## src/rtl/sar_pkg.sv

```systemverilog
package sar_pkg;

  typedef enum logic [1:0] {
    REL_IGNORE,
    REL_SLEEP,
    REL_TRUNC,
    REL_DONE
  } rel_e;

  // Classify a chip select release by the falling edges counted so far.
  function automatic rel_e release_kind(input int unsigned n,
                                        input int unsigned sleep_min,
                                        input int unsigned keep_min,
                                        input int unsigned frame_len);
    if (n < sleep_min)      return REL_IGNORE;
    else if (n < keep_min)  return REL_SLEEP;
    else if (n < frame_len) return REL_TRUNC;
    else                    return REL_DONE;
  endfunction

endpackage

```

## src/rtl/sar_edge.sv

```systemverilog
module sar_edge #(
  parameter int          WIDTH = 2,
  parameter logic [1:0]  IDLE  = 2'b01
) (
  input  logic             clk,
  input  logic             rst_n,
  input  logic [WIDTH-1:0] level_i,
  output logic [WIDTH-1:0] rise_o,
  output logic [WIDTH-1:0] fall_o
);
  logic [WIDTH-1:0] prev_q;

  always_ff @(posedge clk or negedge rst_n) begin
    if (!rst_n) prev_q <= IDLE[WIDTH-1:0];
    else        prev_q <= level_i;
  end

  assign rise_o = level_i & ~prev_q;
  assign fall_o = ~level_i & prev_q;
endmodule

```

## src/rtl/sar_framer.sv

```systemverilog
module sar_framer #(
  parameter int DATA_W     = 8,
  parameter int FRAME_LEN  = 16,
  parameter int LEAD_ZEROS = 3,
  parameter int TRACK_RISE = 13,
  parameter int CNT_W      = 5
) (
  input  logic              clk,
  input  logic              rst_n,
  input  logic              cs_fall,
  input  logic              cs_rise,
  input  logic              sclk_rise,
  input  logic              sclk_fall,
  input  logic [DATA_W-1:0] sample_in,
  output logic              sdata_o,
  output logic              sdata_oe,
  output logic              hold_o,
  output logic              frame_done_o,
  output logic              active_o,
  output logic [CNT_W-1:0]  fall_cnt_nx,
  output logic              frame_end_now
);
  localparam int TRAIL = FRAME_LEN - LEAD_ZEROS - DATA_W;
  localparam logic [CNT_W-1:0] FULL   = CNT_W'(FRAME_LEN);
  localparam logic [CNT_W-1:0] LAST_F = CNT_W'(FRAME_LEN - 1);
  localparam logic [CNT_W-1:0] TRK_AT = CNT_W'(TRACK_RISE - 1);

  logic [FRAME_LEN-1:0] shreg;
  logic [CNT_W-1:0]     fcnt, rcnt;
  logic                 active, oe, hold, done;
  logic                 fall_ok, rise_ok;

  assign fall_ok = active && sclk_fall && (fcnt != FULL);
  assign rise_ok = active && sclk_rise && (rcnt != FULL);

  always_ff @(posedge clk or negedge rst_n) begin
    if (!rst_n) begin
      shreg  <= '0;
      fcnt   <= '0;
      rcnt   <= '0;
      active <= 1'b0;
      oe     <= 1'b0;
      hold   <= 1'b0;
      done   <= 1'b0;
    end else begin
      done <= 1'b0;
      if (cs_fall) begin
        shreg  <= {{LEAD_ZEROS{1'b0}}, sample_in, {TRAIL{1'b0}}};
        fcnt   <= '0;
        rcnt   <= '0;
        active <= 1'b1;
        oe     <= 1'b1;
        hold   <= 1'b1;
      end else if (active) begin
        if (fall_ok) begin
          fcnt  <= fcnt + CNT_W'(1);
          shreg <= {shreg[FRAME_LEN-2:0], 1'b0};
          if (fcnt == LAST_F) begin
            oe   <= 1'b0;
            done <= 1'b1;
          end
        end
        if (rise_ok) begin
          rcnt <= rcnt + CNT_W'(1);
          if (rcnt == TRK_AT) hold <= 1'b0;
        end
        if (cs_rise) begin
          active <= 1'b0;
          oe     <= 1'b0;
          hold   <= 1'b0;
        end
      end
    end
  end

  assign sdata_o       = oe & shreg[FRAME_LEN-1];
  assign sdata_oe      = oe;
  assign hold_o        = hold;
  assign frame_done_o  = done;
  assign active_o      = active;
  assign fall_cnt_nx   = fcnt + CNT_W'(fall_ok);
  assign frame_end_now = fall_ok && (fcnt == LAST_F);
endmodule

```

## src/rtl/sar_power.sv

```systemverilog
module sar_power
  import sar_pkg::*;
#(
  parameter int FRAME_LEN = 16,
  parameter int SLEEP_MIN = 2,
  parameter int KEEP_MIN  = 10,
  parameter int CNT_W     = 5
) (
  input  logic             clk,
  input  logic             rst_n,
  input  logic             cs_fall,
  input  logic             cs_rise,
  input  logic             active,
  input  logic [CNT_W-1:0] fall_cnt_nx,
  input  logic             frame_end_now,
  output logic             shutdown_o,
  output logic             dummy_o
);
  logic asleep, pend, wake, fdummy;
  rel_e kind;

  assign kind = release_kind(int'(fall_cnt_nx), SLEEP_MIN, KEEP_MIN, FRAME_LEN);

  always_ff @(posedge clk or negedge rst_n) begin
    if (!rst_n) begin
      asleep <= 1'b1;
      pend   <= 1'b1;
      wake   <= 1'b0;
      fdummy <= 1'b1;
    end else if (cs_fall) begin
      fdummy <= asleep | pend;
      wake   <= asleep;
    end else if (active) begin
      if (wake && asleep && (kind != REL_IGNORE) && (kind != REL_SLEEP))
        asleep <= 1'b0;
      if (frame_end_now)
        pend <= 1'b0;
      if (cs_rise && !wake && (kind == REL_SLEEP)) begin
        asleep <= 1'b1;
        pend   <= 1'b1;
      end
    end
  end

  assign shutdown_o = asleep;
  assign dummy_o    = fdummy;
endmodule

```

## src/rtl/sar_serial_port.sv

```systemverilog
module sar_serial_port #(
  parameter int DATA_W     = 8,
  parameter int FRAME_LEN  = 16,
  parameter int LEAD_ZEROS = 3,
  parameter int TRACK_RISE = 13,
  parameter int SLEEP_MIN  = 2,
  parameter int KEEP_MIN   = 10
) (
  input  logic              clk,
  input  logic              rst_n,
  input  logic              cs_n,
  input  logic              sclk,
  input  logic [DATA_W-1:0] sample_in,
  output logic              sdata_o,
  output logic              sdata_oe,
  output logic              hold_o,
  output logic              shutdown_o,
  output logic              dummy_o,
  output logic              frame_done_o
);
  localparam int CNT_W = $clog2(FRAME_LEN + 1);

  logic [1:0]       rise, fall;
  logic             active, frame_end_now;
  logic [CNT_W-1:0] fall_cnt_nx;

  // bit 0: chip select level (idles high), bit 1: serial clock (idles low)
  sar_edge #(.WIDTH(2), .IDLE(2'b01)) u_edge (
    .clk(clk), .rst_n(rst_n), .level_i({sclk, cs_n}),
    .rise_o(rise), .fall_o(fall)
  );

  sar_framer #(
    .DATA_W(DATA_W), .FRAME_LEN(FRAME_LEN), .LEAD_ZEROS(LEAD_ZEROS),
    .TRACK_RISE(TRACK_RISE), .CNT_W(CNT_W)
  ) u_framer (
    .clk(clk), .rst_n(rst_n),
    .cs_fall(fall[0]), .cs_rise(rise[0]),
    .sclk_rise(rise[1]), .sclk_fall(fall[1]),
    .sample_in(sample_in),
    .sdata_o(sdata_o), .sdata_oe(sdata_oe), .hold_o(hold_o),
    .frame_done_o(frame_done_o), .active_o(active),
    .fall_cnt_nx(fall_cnt_nx), .frame_end_now(frame_end_now)
  );

  sar_power #(
    .FRAME_LEN(FRAME_LEN), .SLEEP_MIN(SLEEP_MIN), .KEEP_MIN(KEEP_MIN),
    .CNT_W(CNT_W)
  ) u_power (
    .clk(clk), .rst_n(rst_n),
    .cs_fall(fall[0]), .cs_rise(rise[0]), .active(active),
    .fall_cnt_nx(fall_cnt_nx), .frame_end_now(frame_end_now),
    .shutdown_o(shutdown_o), .dummy_o(dummy_o)
  );
endmodule

```

## config.mk

```make
export PLATFORM = sky130hd
export DESIGN_NAME = sar_serial_port
export DESIGN_NICKNAME = d
export VERILOG_FILES = /design/src/rtl/sar_pkg.sv /design/src/rtl/sar_edge.sv /design/src/rtl/sar_framer.sv /design/src/rtl/sar_power.sv /design/src/rtl/sar_serial_port.sv
export SDC_FILE = /design/constraint.sdc
export NUM_CORES = 1
export LEC_CHECK = 0
export BUFFER_PORTS_ARGS = -buffer_cell sky130_fd_sc_hd__buf_2
export CAP_MARGIN = 25
export CORE_MARGIN = 1
export CORE_UTILIZATION = 57
export CTS_CLUSTER_SIZE = 8
export DETAILED_ROUTE_END_ITERATION = 8
export PLACE_DENSITY = 0.77
export SLEW_MARGIN = 20
export SYNTH_ARGS = -nofsm -noshare
export SYNTH_HDL_FRONTEND = slang
export SYNTH_HIERARCHICAL = 1
export SYNTH_SLANG_ARGS = --single-unit
```

## constraint.sdc

```tcl
create_clock -name clk -period 2.75 [get_ports clk]
set_clock_uncertainty 0.2 [all_clocks]
set_input_delay 0.825 -clock clk [delete_from_list [all_inputs] [get_ports clk]]
set_output_delay 0.825 -clock clk [all_outputs]
set_load 0.02 [all_outputs]
```

== Yosys cells after proc, flatten, opt, wreduce, memory -nomap -nowiden ==
Cells that the tools add are included.

* Register bits after elaboration: 36
* Input port bits: 12
* Output and inout bits: 6
* Word-level logic and storage cells: 91

* Add/subtract/negate cells: 3
* $lt $le $gt $ge: 3
* Eq/ne operators: 6
* Mux-type cells: 33
* Bitwise gates (word level): 7
* Reductions and logical operators: 27

{| class="wikitable"
|+ Operators by type and width
! cell !! number
|-
| 16-bit two-way mux || 3
|-
| 5-bit two-way mux || 6
|-
| 1-bit two-way mux || 22
|-
| 3-bit AND reduction || 4
|-
| 2-bit nonzero test || 6
|-
| 3-bit nonzero test || 4
|-
| 5-bit by 1-bit adder with 5-bit output, second input constant || 2
|-
| 5-bit by 4-bit == test with 1-bit output, second input constant || 2
|-
| 1-bit logical AND || 10
|-
| 5-bit != test, second input constant || 2
|-
| 5-bit by 1-bit adder with 5-bit output || 1
|-
| 5-bit by 2-bit less-than comparator with 1-bit output, second input constant || 1
|-
| 5-bit by 4-bit less-than comparator with 1-bit output, second input constant || 1
|-
| 5-bit less-than comparator, second input constant || 1
|-
| 2-bit bitwise AND || 2
|-
| 2-bit two-way mux || 2
|-
| 2-bit inverter || 2
|-
| 2-bit AND reduction || 2
|-
| 2-bit by 1-bit == test with 1-bit output, second input constant || 1
|-
| 2-bit by 1-bit != test with 1-bit output, second input constant || 1
|-
| 1-bit bitwise AND || 1
|-
| 1-bit zero test || 1
|-
| 1-bit inverter || 1
|-
| 1-bit OR || 1
|}

== Logic depth before layout (Yosys ltp) ==
Gate-level depths: netlist of the first run.

* Depth after elaboration: 14
* Mapped depth: 10
* Mapped depth without buffers: 10

== Hierarchy ==
Netlist of the first run, hierarchy kept.

{| class="wikitable"
|+ By module, submodules not included
! module !! times used !! cells an instance !! area an instance (um2) !! seq. area each (um2)
|-
| sar_framer || 1 || 143 || 1351.3 || 625.6
|-
| sar_power || 1 || 17 || 196.4 || 103.8
|-
| sar_edge || 1 || 6 || 86.3 || 51.3
|}

== Worst setup path after synthesis of the first run ==
No wires, ideal clock.

* Path kind: in2reg
* Start: input port sclk
* End: register u_power.pend
* Setup time: 59 ps
* Arrival: 2571 ps
* Setup slack: -80 ps
* Stages on the path: 10
* Buffers on the path: 1
* Path through: and2b_2 > buf_4 > nand2_1 > nor2_2 > ha_1 > ha_1 > nand3_1 > xnor2_1 > nor4_2 > a21o_1

* Cells in the longest elaborated chain, start to end: 13

{| class="wikitable"
|+ RTL lines
! element !! line !! text
|-
| start: declaration || sar_serial_port.sv:12 || <nowiki>input logic sclk,</nowiki>
|-
| 2-bit inverter (*) || sar_edge.sv:19 || <nowiki>assign fall_o = ~level_i & prev_q;</nowiki>
|-
| 2-bit bitwise AND (*) || sar_edge.sv:19 ||
|-
| 1-bit logical AND (*) (2 in a row) || sar_framer.sv:33 || <nowiki>assign fall_ok = active && sclk_fall && (fcnt != FULL);</nowiki>
|-
| 5-bit by 1-bit adder with 5-bit output (*) || sar_framer.sv:81 || <nowiki>assign fall_cnt_nx = fcnt + CNT_W'(fall_ok);</nowiki>
|-
| named net fall_cnt_nx[4] || sar_serial_port.sv:25 || <nowiki>logic [CNT_W-1:0] fall_cnt_nx;</nowiki>
|-
| 5-bit less-than comparator || sar_pkg.sv:17 || <nowiki>else if (n < frame_len) return REL_TRUNC;</nowiki>
|-
| 1-bit two-way mux || sar_pkg.sv:17 ||
|-
| 2-bit two-way mux || sar_pkg.sv:16 || <nowiki>else if (n < keep_min) return REL_SLEEP;</nowiki>
|-
| 2-bit two-way mux (*) || sar_pkg.sv:15 || <nowiki>if (n < sleep_min) return REL_IGNORE;</nowiki>
|-
| 2-bit by 1-bit == test with 1-bit output (*) || sar_power.sv:38 || <nowiki>if (cs_rise && !wake && (kind == REL_SLEEP)) begin</nowiki>
|-
| 1-bit logical AND (*) || sar_power.sv:38 ||
|-
| 2-bit nonzero test (no source line) || - ||
|-
| 3-bit AND reduction (no source line) || - ||
|-
| end signal: assignment || sar_power.sv:27 || <nowiki>pend <= 1'b1;</nowiki>
|-
| end signal: assignment || sar_power.sv:37 || <nowiki>pend <= 1'b0;</nowiki>
|-
| end signal: assignment || sar_power.sv:40 || <nowiki>pend <= 1'b1;</nowiki>
|-
| end: declaration || sar_power.sv:19 || <nowiki>logic asleep, pend, wake, fdummy;</nowiki>
|}

Mark *: on every way through the listed nets, which the timed path passes. The rest lies on a longest branch.
A chain may end at the register's enable or synchronous reset.

== Final worst setup path of the first run ==
* Start: register u_framer.fcnt[0]
* End: register u_power.pend

* Cells in the longest elaborated chain, start to end: 11

{| class="wikitable"
|+ RTL lines
! element !! line !! text
|-
| start: declaration || sar_framer.sv:29 || <nowiki>logic [CNT_W-1:0] fcnt, rcnt;</nowiki>
|-
| start signal: assignment || sar_framer.sv:56 || <nowiki>fcnt <= fcnt + CNT_W'(1);</nowiki>
|-
| 5-bit != test || sar_framer.sv:33 ||
|-
| 1-bit logical AND || sar_framer.sv:33 ||
|-
| 5-bit by 1-bit adder with 5-bit output (*) || sar_framer.sv:81 ||
|-
| named net fall_cnt_nx[2] || sar_serial_port.sv:25 ||
|-
| 5-bit less-than comparator || sar_pkg.sv:17 ||
|-
| 1-bit two-way mux || sar_pkg.sv:17 ||
|-
| 2-bit two-way mux || sar_pkg.sv:16 ||
|-
| 2-bit two-way mux (*) || sar_pkg.sv:15 ||
|-
| 2-bit by 1-bit == test with 1-bit output (*) || sar_power.sv:38 ||
|-
| 1-bit logical AND (*) || sar_power.sv:38 ||
|-
| 2-bit nonzero test (no source line) || - ||
|-
| 3-bit AND reduction (no source line) || - ||
|}

Marked as above.

==> metrics.md, run 1 <==
| Metric | Value |
|---|---|
| DP Area | `0.00176 mm²` |
| Setup CP Type | `reg -> reg` |
| EDFF count, synth | `0` |
| Largest net degree at the start of global routing | `32` |
| Routability Congestion | `0.781` |
| CTS resizes | `0` |
| Fin crit period | `2590 ps` |
| Antenna violations before repair | `0` |
| Clk_lat worst skew | `330 ps` |
| Share of post-route cells with drive strength above 1 | `0.255` |
| Fin area | `0.00185 mm²` |
| Root Buffer | `clkbuf_4` |
| Grt met1 use | `0.297` |
| Hold Crit Start | `u_power/dummy_o` |
| DR vias/cell | `6.05` |
| Crit-path cells | `inv_1 -> ha_1 -> and4bb_4 -> nor2_4 -> ha_1 -> ha_1 -> xor2_1 -> o21a_1 -> nor4_2 -> a21o_1` |
| Final setup viols | `0` |
| Fin util | `0.676` |
| Critical R2R Launch | `u_framer/fcnt[0]` |
| Critical path arrival | `2670 ps` |
| First-pass GRT wire length | `5.49 mm` |
| Startpoint Class | `flip-flop` |
| Crit Reg-Reg Endpoint | `u_power/pend` |
| Hold/Removal Path Class | `reg -> reg` |
| Num CTS Buffers | `5` |
| Post-CTS setup buffers | `0` |
| ANT cells | `0` |
| Pleak | `0.825 nW` |
| Final Hold Violating Endpoints | `0` |
| Initial drt markers | `49` |
| Worst setup margin | `164 ps` |
| Maximum fanout along the worst path | `14` |
| ANT nets after route | `0` |
| FMAX | `0.387 GHz` |
| GRT Util Overall | `0.231` |
| GR Layer Usage met2 | `0.365` |
| I/O Pins | `18` |
| DRC violations left | `0` |
| Die ar. | `0.00308 mm²` |
| Post-Syn Nets | `185` |
| CP peak stage delay | `460 ps` |
| Rows | `19` |
| Flop-to-flop setup slack | `160 ps` |
| TritonCTS clock tree | `done` |
| Mapped Area | `0.00163 mm²` |
| Seq/Total Area, Yosys | `0.478` |
| Slowest CP cell | `dfrtp_1` |
| # clock sinks | `31` |
| Pre-CTS setup slack | `5.45 ps` |
| Max-Slew Margin vs Limit | `0.558` |
| H-Tree Level Count | `2` |
| Yosys cell types | `40` |
| CTS Hold Bufs | `0` |
| Critical Path Most Common Cell | `ha_1` |
| Hold path depth | `2` |
| R2R depth | `10` |
| Gr busiest metal | `met2` |
| Total grt overflow | `0` |
| Hold endpoint | `u_power/dummy_o` |
| Setup TNS after final layout | `0 ps` |
| Synth Instances | `166` |
| Core box area | `0.00273 mm²` |
| Vias in the first global route | `1219` |
| Port Buf Inserts | `17` |
| WL final | `3.18 mm` |
| Drt first pass iters | `4` |
| Final worst path period share | `0.940` |
| RSZ-0062 raised after global routing | `false` |
| Yosys reg bits | `31` |
| Cell area power density | `648 mW/mm²` |
| Area growth syn-to-layout | `13.1%` |
| Die W | `55.5 µm` |
| HPWL after DPL | `2.22 mm` |
| DR WL/cell | `14.5 µm` |
| Ys flop type | `dfrtp_1` |
| Status | `complete, no violations` |
| Slew Viols, Final | `0` |
| Worst Tran Pin Value | `663 ps` |
| Die height | `55.5 µm` |
| Syn Area/Cell | `9.84 µm²` |
| Final Net Count | `206` |
| Most frequent cells in the layout | `27 x dfrtp_1, 17 x buf_2, 15 x o21ai_0` |
| Clock tree buffer depth | `2` |
| Reg clk slew, reported paths | `100 ps` |
| Routed via count | `1324` |
| Met3 Usage GRT | `0.0703` |
| VDD IR max | `447 µV` |
| Max-cap violation count | `0` |
| YS warnings | `6` |
| Commonest non-fill, non-tap cell in the layout | `dfrtp_1` |
| Initial core utilization | `0.598` |
| CP Capture Type | `flip-flop` |
| Async set-reset flop share out of synthesis | `1.00` |
| Worst Path Required | `2830 ps` |
-- sequential cells by signal, summed over array words and instances (netlist names) --
name	cells
u_framer/active_o	1
u_power/shutdown_o	1
u_power/pend	1
u_framer/sdata_oe	1
u_power/dummy_o	1
u_framer/shreg	11
u_edge/prev_q	2
u_framer/frame_done_o	1
u_framer/fcnt	5
u_framer/hold_o	1
u_power/wake	1
u_framer/rcnt	5
-- worst max path at each step --
stage | from | end | slack (ps)
after floorplan | sclk | u_power/pend | 30
after CTS | u_framer/fcnt[0] | u_power/pend | 160
after global routing | u_framer/fcnt[0] | u_power/pend | 30
after detailed placement | sclk | u_power/pend | 5
final | u_framer/fcnt[0] | u_power/pend | 160
after global placement | sclk | u_power/shutdown_o | 100
-- where the power goes --
group | total [mW] | internal (mW) | switching (mW)
clock | 0.371 | 0.215 | 0.157
combinational | 0.241 | 0.101 | 0.140
sequential | 0.584 | 0.534 | 0.0499
-- cell usage after synthesis (2+ instances only) --
cell type  number  area share
buf_2           3      0.0092
dfrtp_1        27        0.41
ha_1            7       0.054
mux2i_1         4       0.025
a21o_1          2      0.0092
xnor2_1         2       0.011
nand4_1         8       0.031
mux2_2          2       0.014
and2_1          2      0.0077
nor2_1         12       0.028
and2b_2         4       0.021
or3_1           4       0.015
o21ai_0        15       0.046
inv_1           8       0.018
clkbuf_1        4      0.0092
nand3_1         7       0.021
a31oi_1         8       0.031
nand4bb_1       2       0.014
a21oi_1         8       0.025
dfstp_2         4       0.064
nand2_1        14       0.032
-- stage by stage --
stage	hold slack (ps)	power, mW	std cells
finish	296	1.20	219
detailed placement	290	0.832	211
floorplan	289	0.760	166
global placement	277	0.821	211
CTS	306	1.21	219
global route	333	1.26	219
-- critical path: cells and delay by family (launching register included) --
family / cells / cell delay, ps
compound gates: 2 / 330
xor+xnor: 1 / 160
fa+ha+maj: 3 / 570
buf+inv: 1 / 90
flops: 1 / 460
simple gates: 3 / 720
-- area by class of cell --
class / count / area [µm²]
Clock buffer: 6 / 51.3
Fill cell: 230 / 886
Inverter: 8 / 30.0
Multi-Input combinational cell: 118 / 782
Tap cell: 31 / 38.8
Clock inverter: 2 / 35.0
Timing Repair Buffer: 23 / 130
Sequential cell: 31 / 781
-- logic make-up after synthesis --
| family | count (synthesis) | synth area share |
|---|---|---|
| and+or+nand+nor | 62 | 0.218 |
| xor gates and xnor gates | 3 | 0.0161 |
| buffers and inverters | 17 | 0.0482 |
| AOI/OAI and AO/OA | 40 | 0.148 |
| adders and majority gates | 7 | 0.0536 |
| muxes | 6 | 0.0383 |
| DFF | 31 | 0.478 |
-- per-layer routing --
metal / vias up / wire (µm)
met5: - / 0
met2: 39 / 1570
met1: 645 / 1430
li1: 634 / -
met4: 0 / 55
met3: 6 / 134
Note: power is estimated with default switching activity, not from simulation.
==> run 2: changes to the inputs <==
Settings changed: CORE_UTILIZATION 57 to 60, CTS_BUF_LIST from default to sky130_fd_sc_hd__clkbuf_8, PLACE_DENSITY 0.77 to 0.8.
==> metrics.md, run 2 (synthesis gave the netlist of run 1 again) <==
| Metric | Value |
|---|---|
| Setup TNS after final layout | `0 ps (unchanged)` |
| Routed via count | `1348 (+1.8%)` |
| CP peak stage delay | `440 ps (-20 ps)` |
| Most frequent cells in the layout | `27 x dfrtp_1, 17 x buf_2, 15 x o21ai_0` |
| Pre-CTS setup slack | `3.58 ps (-1.87 ps)` |
| Final Hold Violating Endpoints | `0 (unchanged)` |
| Top delay family on crit path | `simple AND/OR/NAND/NOR gates` |
| Startpoint Class | `flip-flop` |
| Largest regs | `u_framer/shreg x11, u_framer/fcnt x5, u_framer/rcnt x5` |
| Slowest CP cell | `dfrtp_1` |
| Number of flip-flops in the largest register | `11 (unchanged)` |
| Buf/Inv on CP | `1 (unchanged)` |
| Grt met1 use | `0.310 (+0.0131)` |
| Largest net degree at the start of global routing | `32 (unchanged)` |
| Die ar. | `0.00294 mm² (-4.8%)` |
| Critical Path Most Common Cell | `ha_1` |
| Flop-to-flop setup slack | `160 ps (about the same)` |
| Share of post-route cells with drive strength above 1 | `0.239 (-0.0160)` |
| DR WL/cell | `15.7 µm (+7.8%)` |
| Core box area | `0.00252 mm² (-7.7%)` |
| First-pass GRT wire length | `5.46 mm (-0.64%)` |
| Worst hold slack | `289 ps (-7.61 ps)` |
| WL final | `3.41 mm (+7.3%)` |
| Clk pwr share | `0.288 (-0.022)` |
| Die W | `54.2 µm (-2.4%)` |
| Switching power summed over all nets | `0.360 mW (+3.9%)` |
| Num CTS Buffers | `5 (unchanged)` |
| GR Layer Usage met2 | `0.465 (+0.101)` |
| DRC violations left | `0 (unchanged)` |
| Fillers | `196 (-15%)` |
| DP Area | `0.00176 mm² (about the same)` |
| Gr busiest metal | `met2` |
| Initial core utilization | `0.648 (+0.0501)` |
| Hold/Removal Path Class | `reg -> reg` |
| Sw frac | `0.309 (+0.0194)` |
| Drt first pass iters | `4 (unchanged)` |
| Clock tree buffer depth | `2 (unchanged)` |
| Crit-path cells | `inv_1 -> ha_1 -> and4bb_4 -> nor2_4 -> ha_1 -> ha_1 -> xor2_1 -> o21a_1 -> nor4_2 -> a21o_1` |
| Max-cap violation count | `0 (unchanged)` |
| Met3 Usage GRT | `0.0847 (+0.0145)` |
| Port Buf Inserts | `17 (unchanged)` |
| CTS Hold Bufs | `0 (unchanged)` |
| Antenna violations before repair | `0 (unchanged)` |
| RSZ-0062 raised after global routing | `false` |
| Final worst path period share | `0.942 (+0.00119)` |
| Worst Tran Pin Value | `675 ps (+12.6 ps)` |
| Final setup viols | `0 (unchanged)` |
| Status | `complete, no violations` |
| Cell area power density | `633 mW/mm² (-2.2%)` |
| # clock sinks | `31 (unchanged)` |
| ANT nets after route | `0 (unchanged)` |
| ANT cells | `0 (unchanged)` |
| H-Tree Level Count | `2 (unchanged)` |
| Fin area | `0.00184 mm² (-0.41%)` |
| Commonest non-fill, non-tap cell in the layout | `dfrtp_1` |
| Reg clk slew, reported paths | `60 ps (-40 ps)` |
| VDD IR max | `546 µV (+22%)` |
| Part of the power in registers | `0.500 (+0.012)` |
| Fin crit period | `2590 ps (+3.28 ps)` |
| Final Net Count | `206 (unchanged)` |
| CP Capture Type | `flip-flop` |
| Worst Path Required | `2780 ps (-50 ps)` |
| HPWL after DPL | `2.31 mm (+3.9%)` |
| Critical path arrival | `2620 ps (-50 ps)` |
| Pleak | `0.829 nW (+0.45%)` |
| I/O Pins | `18 (unchanged)` |
| Die height | `54.2 µm (-2.4%)` |
| CTS resizes | `0 (unchanged)` |
| Clk_lat worst skew | `280 ps (-50 ps)` |
| Fin util | `0.730 (+0.0537)` |
| Most flops, register | `u_framer/shreg` |
| Total grt overflow | `0 (unchanged)` |
| Maximum fanout along the worst path | `14 (unchanged)` |
| FMAX | `0.386 GHz (-0.13%)` |
| Comb power frac | `0.211 (+0.009)` |
| Slew Viols, Final | `0 (unchanged)` |
| Area growth syn-to-layout | `12.6%` |
| Internal power | `0.805 mW (-5.3%)` |
| GRT Util Overall | `0.270 (+0.0393)` |
| Worst setup margin | `160 ps (-3.28 ps)` |
| Root Buffer | `clkbuf_8` |
| Vias in the first global route | `1249 (+2.5%)` |
| TritonCTS clock tree | `done` |
| Rows | `18 (-1)` |
| Max-Slew Margin vs Limit | `0.550 (-0.00841)` |
| Setup CP Type | `reg -> reg` |
| Initial drt markers | `42 (-14%)` |
| DR vias/cell | `6.18 (+2.3%)` |
| Routability Congestion | `0.806 (+3.2%)` |
| Post-CTS setup buffers | `0 (unchanged)` |
run 2: area by class of cell:
cell class	instances	area, µm²	share of cell area
Sequential cell	31	781	0.424
Multi-Input combinational cell	118	782	0.425
Clock inverter	3	11.3	0.00612
Timing Repair Buffer	23	130	0.0707
Tap cell	30	37.5	0.0204
Inverter	8	30.0	0.0163
Clock buffer	5	68.8	0.0374
run 2: per-stage QoR:
| stage | total power, mW | std cells |
|---|---|---|
| floorplan | 0.760 | 166 |
| finish | 1.17 | 218 |
| CTS | 1.17 | 218 |
| global placement | 0.820 | 210 |
| detailed placement | 0.836 | 210 |
| global route | 1.22 | 218 |
run 2: worst reg2reg max path, delay by kind of cell, from the launching register on:
family / cells / cell delay (ps)
xor gates and xnor gates: 1 / 160
adders and majority gates: 3 / 580
AOI/OAI and AO/OA: 2 / 330
buffers and inverters: 1 / 90
DFF: 1 / 440
and+or+nand+nor: 3 / 740
run 2: final timing paths:
kind / from / endpoint / depth (start not counted)
worst max-delay path: u_framer/fcnt[0] / u_power/shutdown_o / 10
worst min-delay path: u_power/dummy_o / u_power/dummy_o / 2
worst max register to register: u_framer/fcnt[0] / u_power/shutdown_o / 10
worst min register to register: u_power/dummy_o / u_power/dummy_o / 2
max in group asynchronous: rst_n / u_framer/shreg[14] / 1
min in group asynchronous: rst_n / u_framer/sdata_oe / 1
run 2: routing by layer:
layer | vias up | share of wire
li1 | 630 | -
met1 | 659 | 0.42
met2 | 52 | 0.51
met3 | 7 | 0.052
met4 | 0 | 0.012
met5 | - | 0
run 2: power by group through the flow:
stage | Combinational [mW] | Sequential, mW | Clock, mW
2_1_floorplan | 0.161 | 0.598 | 0
3_3_place_gp | 0.233 | 0.587 | 0
3_5_place_dp | 0.246 | 0.590 | 0
4_1_cts | 0.247 | 0.582 | 0.341
5_1_grt | 0.274 | 0.591 | 0.353
6_report | 0.246 | 0.583 | 0.336
==> run 3: changes to the inputs <==
Settings changed: MAX_ROUTING_LAYER from default to met4, REMOVE_ABC_BUFFERS from default to 1.
==> metrics.md, run 3 (synthesis gave the netlist of run 1 again) <==
| Metric | Value |
|---|---|
| TritonCTS clock tree | `done` |
| Commonest non-fill, non-tap cell in the layout | `dfrtp_1` |
| CTS resizes | `0 (unchanged)` |
| Critical path arrival | `2600 ps (-20 ps)` |
| DP Area | `0.00175 mm² (-0.85%)` |
| Setup CP Type | `reg -> reg` |
| Cell area power density | `632 mW/mm² (-0.12%)` |
| Sw frac | `0.303 (-0.00608)` |
| Die W | `54.2 µm (unchanged)` |
| Clock tree buffer depth | `2 (unchanged)` |
| HPWL after DPL | `2.26 mm (-2.0%)` |
| Worst Setup EP | `u_power/shutdown_o` |
| Routability Congestion | `0.791 (-1.9%)` |
| Clk_lat worst skew | `280 ps (about the same)` |
| Vias in the first global route | `1294 (+3.6%)` |
| RSZ-0062 raised after global routing | `false` |
| Initial core utilization | `0.648 (unchanged)` |
| Most frequent cells in the layout | `27 x dfrtp_1, 17 x buf_2, 15 x o21ai_0` |
| First-pass GRT wire length | `5.71 mm (+4.7%)` |
| CTS Hold Bufs | `0 (unchanged)` |
| Area growth syn-to-layout | `11.8%` |
| Pleak | `0.821 nW (-0.91%)` |
| Slew Viols, Final | `0 (unchanged)` |
| Final Hold Violating Endpoints | `0 (unchanged)` |
| Fin crit period | `2570 ps (-17.4 ps)` |
| Die ar. | `0.00294 mm² (unchanged)` |
| WL final | `3.47 mm (+1.6%)` |
| Max-Slew Margin vs Limit | `0.551 (+0.00113)` |
| Largest regs | `u_framer/shreg x11, u_framer/fcnt x5, u_framer/rcnt x5` |
| H-Tree Level Count | `2 (unchanged)` |
| Share of post-route cells with drive strength above 1 | `0.235 (-0.00407)` |
| Switching power summed over all nets | `0.350 mW (-2.8%)` |
| DR vias/cell | `6.07 (-1.8%)` |
| Critical Path Start | `u_framer/fcnt[1]` |
| CP Capture Type | `flip-flop` |
| Reg clk slew, reported paths | `60 ps (about the same)` |
| Max-cap violation count | `0 (unchanged)` |
| Setup TNS after final layout | `0 ps (unchanged)` |
| Critical R2R Launch | `u_framer/fcnt[1]` |
| Hold/Removal Path Class | `reg -> reg` |
| Gr busiest metal | `met2` |
| Grt met1 use | `0.362 (+0.0517)` |
| ANT cells | `0 (unchanged)` |
| Part of the power in registers | `0.507 (+0.007)` |
| Number of flip-flops in the largest register | `11 (unchanged)` |
| Maximum fanout along the worst path | `14 (unchanged)` |
| Rows | `18 (unchanged)` |
| ANT nets after route | `0 (unchanged)` |
| Fillers | `194 (-1.0%)` |
| Post-CTS setup buffers | `0 (unchanged)` |
| Root Buffer | `clkbuf_8` |
| Initial drt markers | `56 (+33%)` |
| Final worst path period share | `0.935 (-0.00633)` |
| VDD IR max | `457 µV (-16%)` |
| Status | `complete, no violations` |
| Most flops, register | `u_framer/shreg` |
| Flop-to-flop setup slack | `180 ps (+20 ps)` |
| Largest net degree at the start of global routing | `32 (unchanged)` |
| Internal power | `0.805 mW (unchanged)` |
| Die height | `54.2 µm (unchanged)` |
| Antenna violations before repair | `0 (unchanged)` |
| GR Layer Usage met2 | `0.425 (-0.0407)` |
| Core box area | `0.00252 mm² (unchanged)` |
| Drt first pass iters | `4 (unchanged)` |
| R2R depth | `10 (unchanged)` |
| Worst Tran Pin Value | `674 ps (-1.70 ps)` |
| Total grt overflow | `0 (unchanged)` |
| Comb power frac | `0.211 (about the same)` |
| Port Buf Inserts | `17 (unchanged)` |
| GRT Util Overall | `0.290 (+0.0199)` |
| Startpoint Class | `flip-flop` |
| Num CTS Buffers | `5 (unchanged)` |
| Met3 Usage GRT | `0.0932 (+0.00847)` |
| Fin area | `0.00183 mm² (-0.75%)` |
| # clock sinks | `31 (unchanged)` |
| DRC violations left | `0 (unchanged)` |
| DR WL/cell | `16.0 µm (+2.1%)` |
| Final Net Count | `205 (-0.49%)` |
| Clk pwr share | `0.282 (-0.006)` |
| FMAX | `0.389 GHz (+0.68%)` |
| Worst Path Required | `2770 ps (about the same)` |
| Crit Reg-Reg Endpoint | `u_power/shutdown_o` |
| Final setup viols | `0 (unchanged)` |
| Routed via count | `1317 (-2.3%)` |
| I/O Pins | `18 (unchanged)` |
-- run 3: cell type report --
| class | instances | area [µm²] | area share |
|---|---|---|---|
| Clock buffer | 5 | 68.8 | 0.0377 |
| Inverter | 8 | 30.0 | 0.0164 |
| Sequential cell | 31 | 781 | 0.427 |
| Clock inverter | 3 | 12.5 | 0.00685 |
| Tap cell | 30 | 37.5 | 0.0205 |
| Timing Repair Buffer | 22 | 123 | 0.0671 |
| Multi-Input combinational cell | 118 | 774 | 0.424 |
-- run 3: layer usage --
| metal | vias to the layer above | routed length (µm) |
|---|---|---|
| li1 | 629 | - |
| met1 | 637 | 1530 |
| met2 | 47 | 1690 |
| met3 | 4 | 213 |
| met4 | 0 | 38 |
| met5 | - | 0 |
-- run 3: critical path, stage by stage (launching register included) --
cell and delay [ps]:
dfrtp_1 440, inv_1 80, ha_1 160, and4bb_4 370, nor2_2 60, ha_1 190
ha_1 210, xor2_1 160, o21a_1 210, nor4_2 310, a21o_1 130
-- run 3: per-stage QoR --
step                instances  hold WS, ps  power [mW]  utilization  setup slack, ps
detailed placement        209          282       0.831        0.692             22.9
global route              217          337        1.22        0.724             23.5
floorplan                 157          289       0.745            -             -194
finish                    217          295        1.16        0.724              178
CTS                       217          291        1.17        0.724              192
global placement          209          277       0.817        0.692             97.6
-- run 3: worst min-delay path by stage --
stage / start / endpoint / slack (ps) / depth (start not counted)
global route: u_power/dummy_o / u_power/dummy_o / 340 / 2
detailed placement: u_power/dummy_o / u_power/dummy_o / 280 / 2
finish: u_power/dummy_o / u_power/dummy_o / 290 / 2
floorplan: u_power/pend / u_power/dummy_o / 290 / 2
global placement: u_power/dummy_o / u_power/dummy_o / 280 / 2
CTS: u_power/dummy_o / u_power/dummy_o / 290 / 2
-- run 3: power groups by stage --
stage,Clock (mW),Combinational (mW),Sequential (mW)
floorplan,0,0.144,0.601
global placement,0,0.230,0.588
detailed placement,0,0.240,0.591
CTS,0.340,0.243,0.584
global route,0.362,0.271,0.592
finish,0.326,0.243,0.586
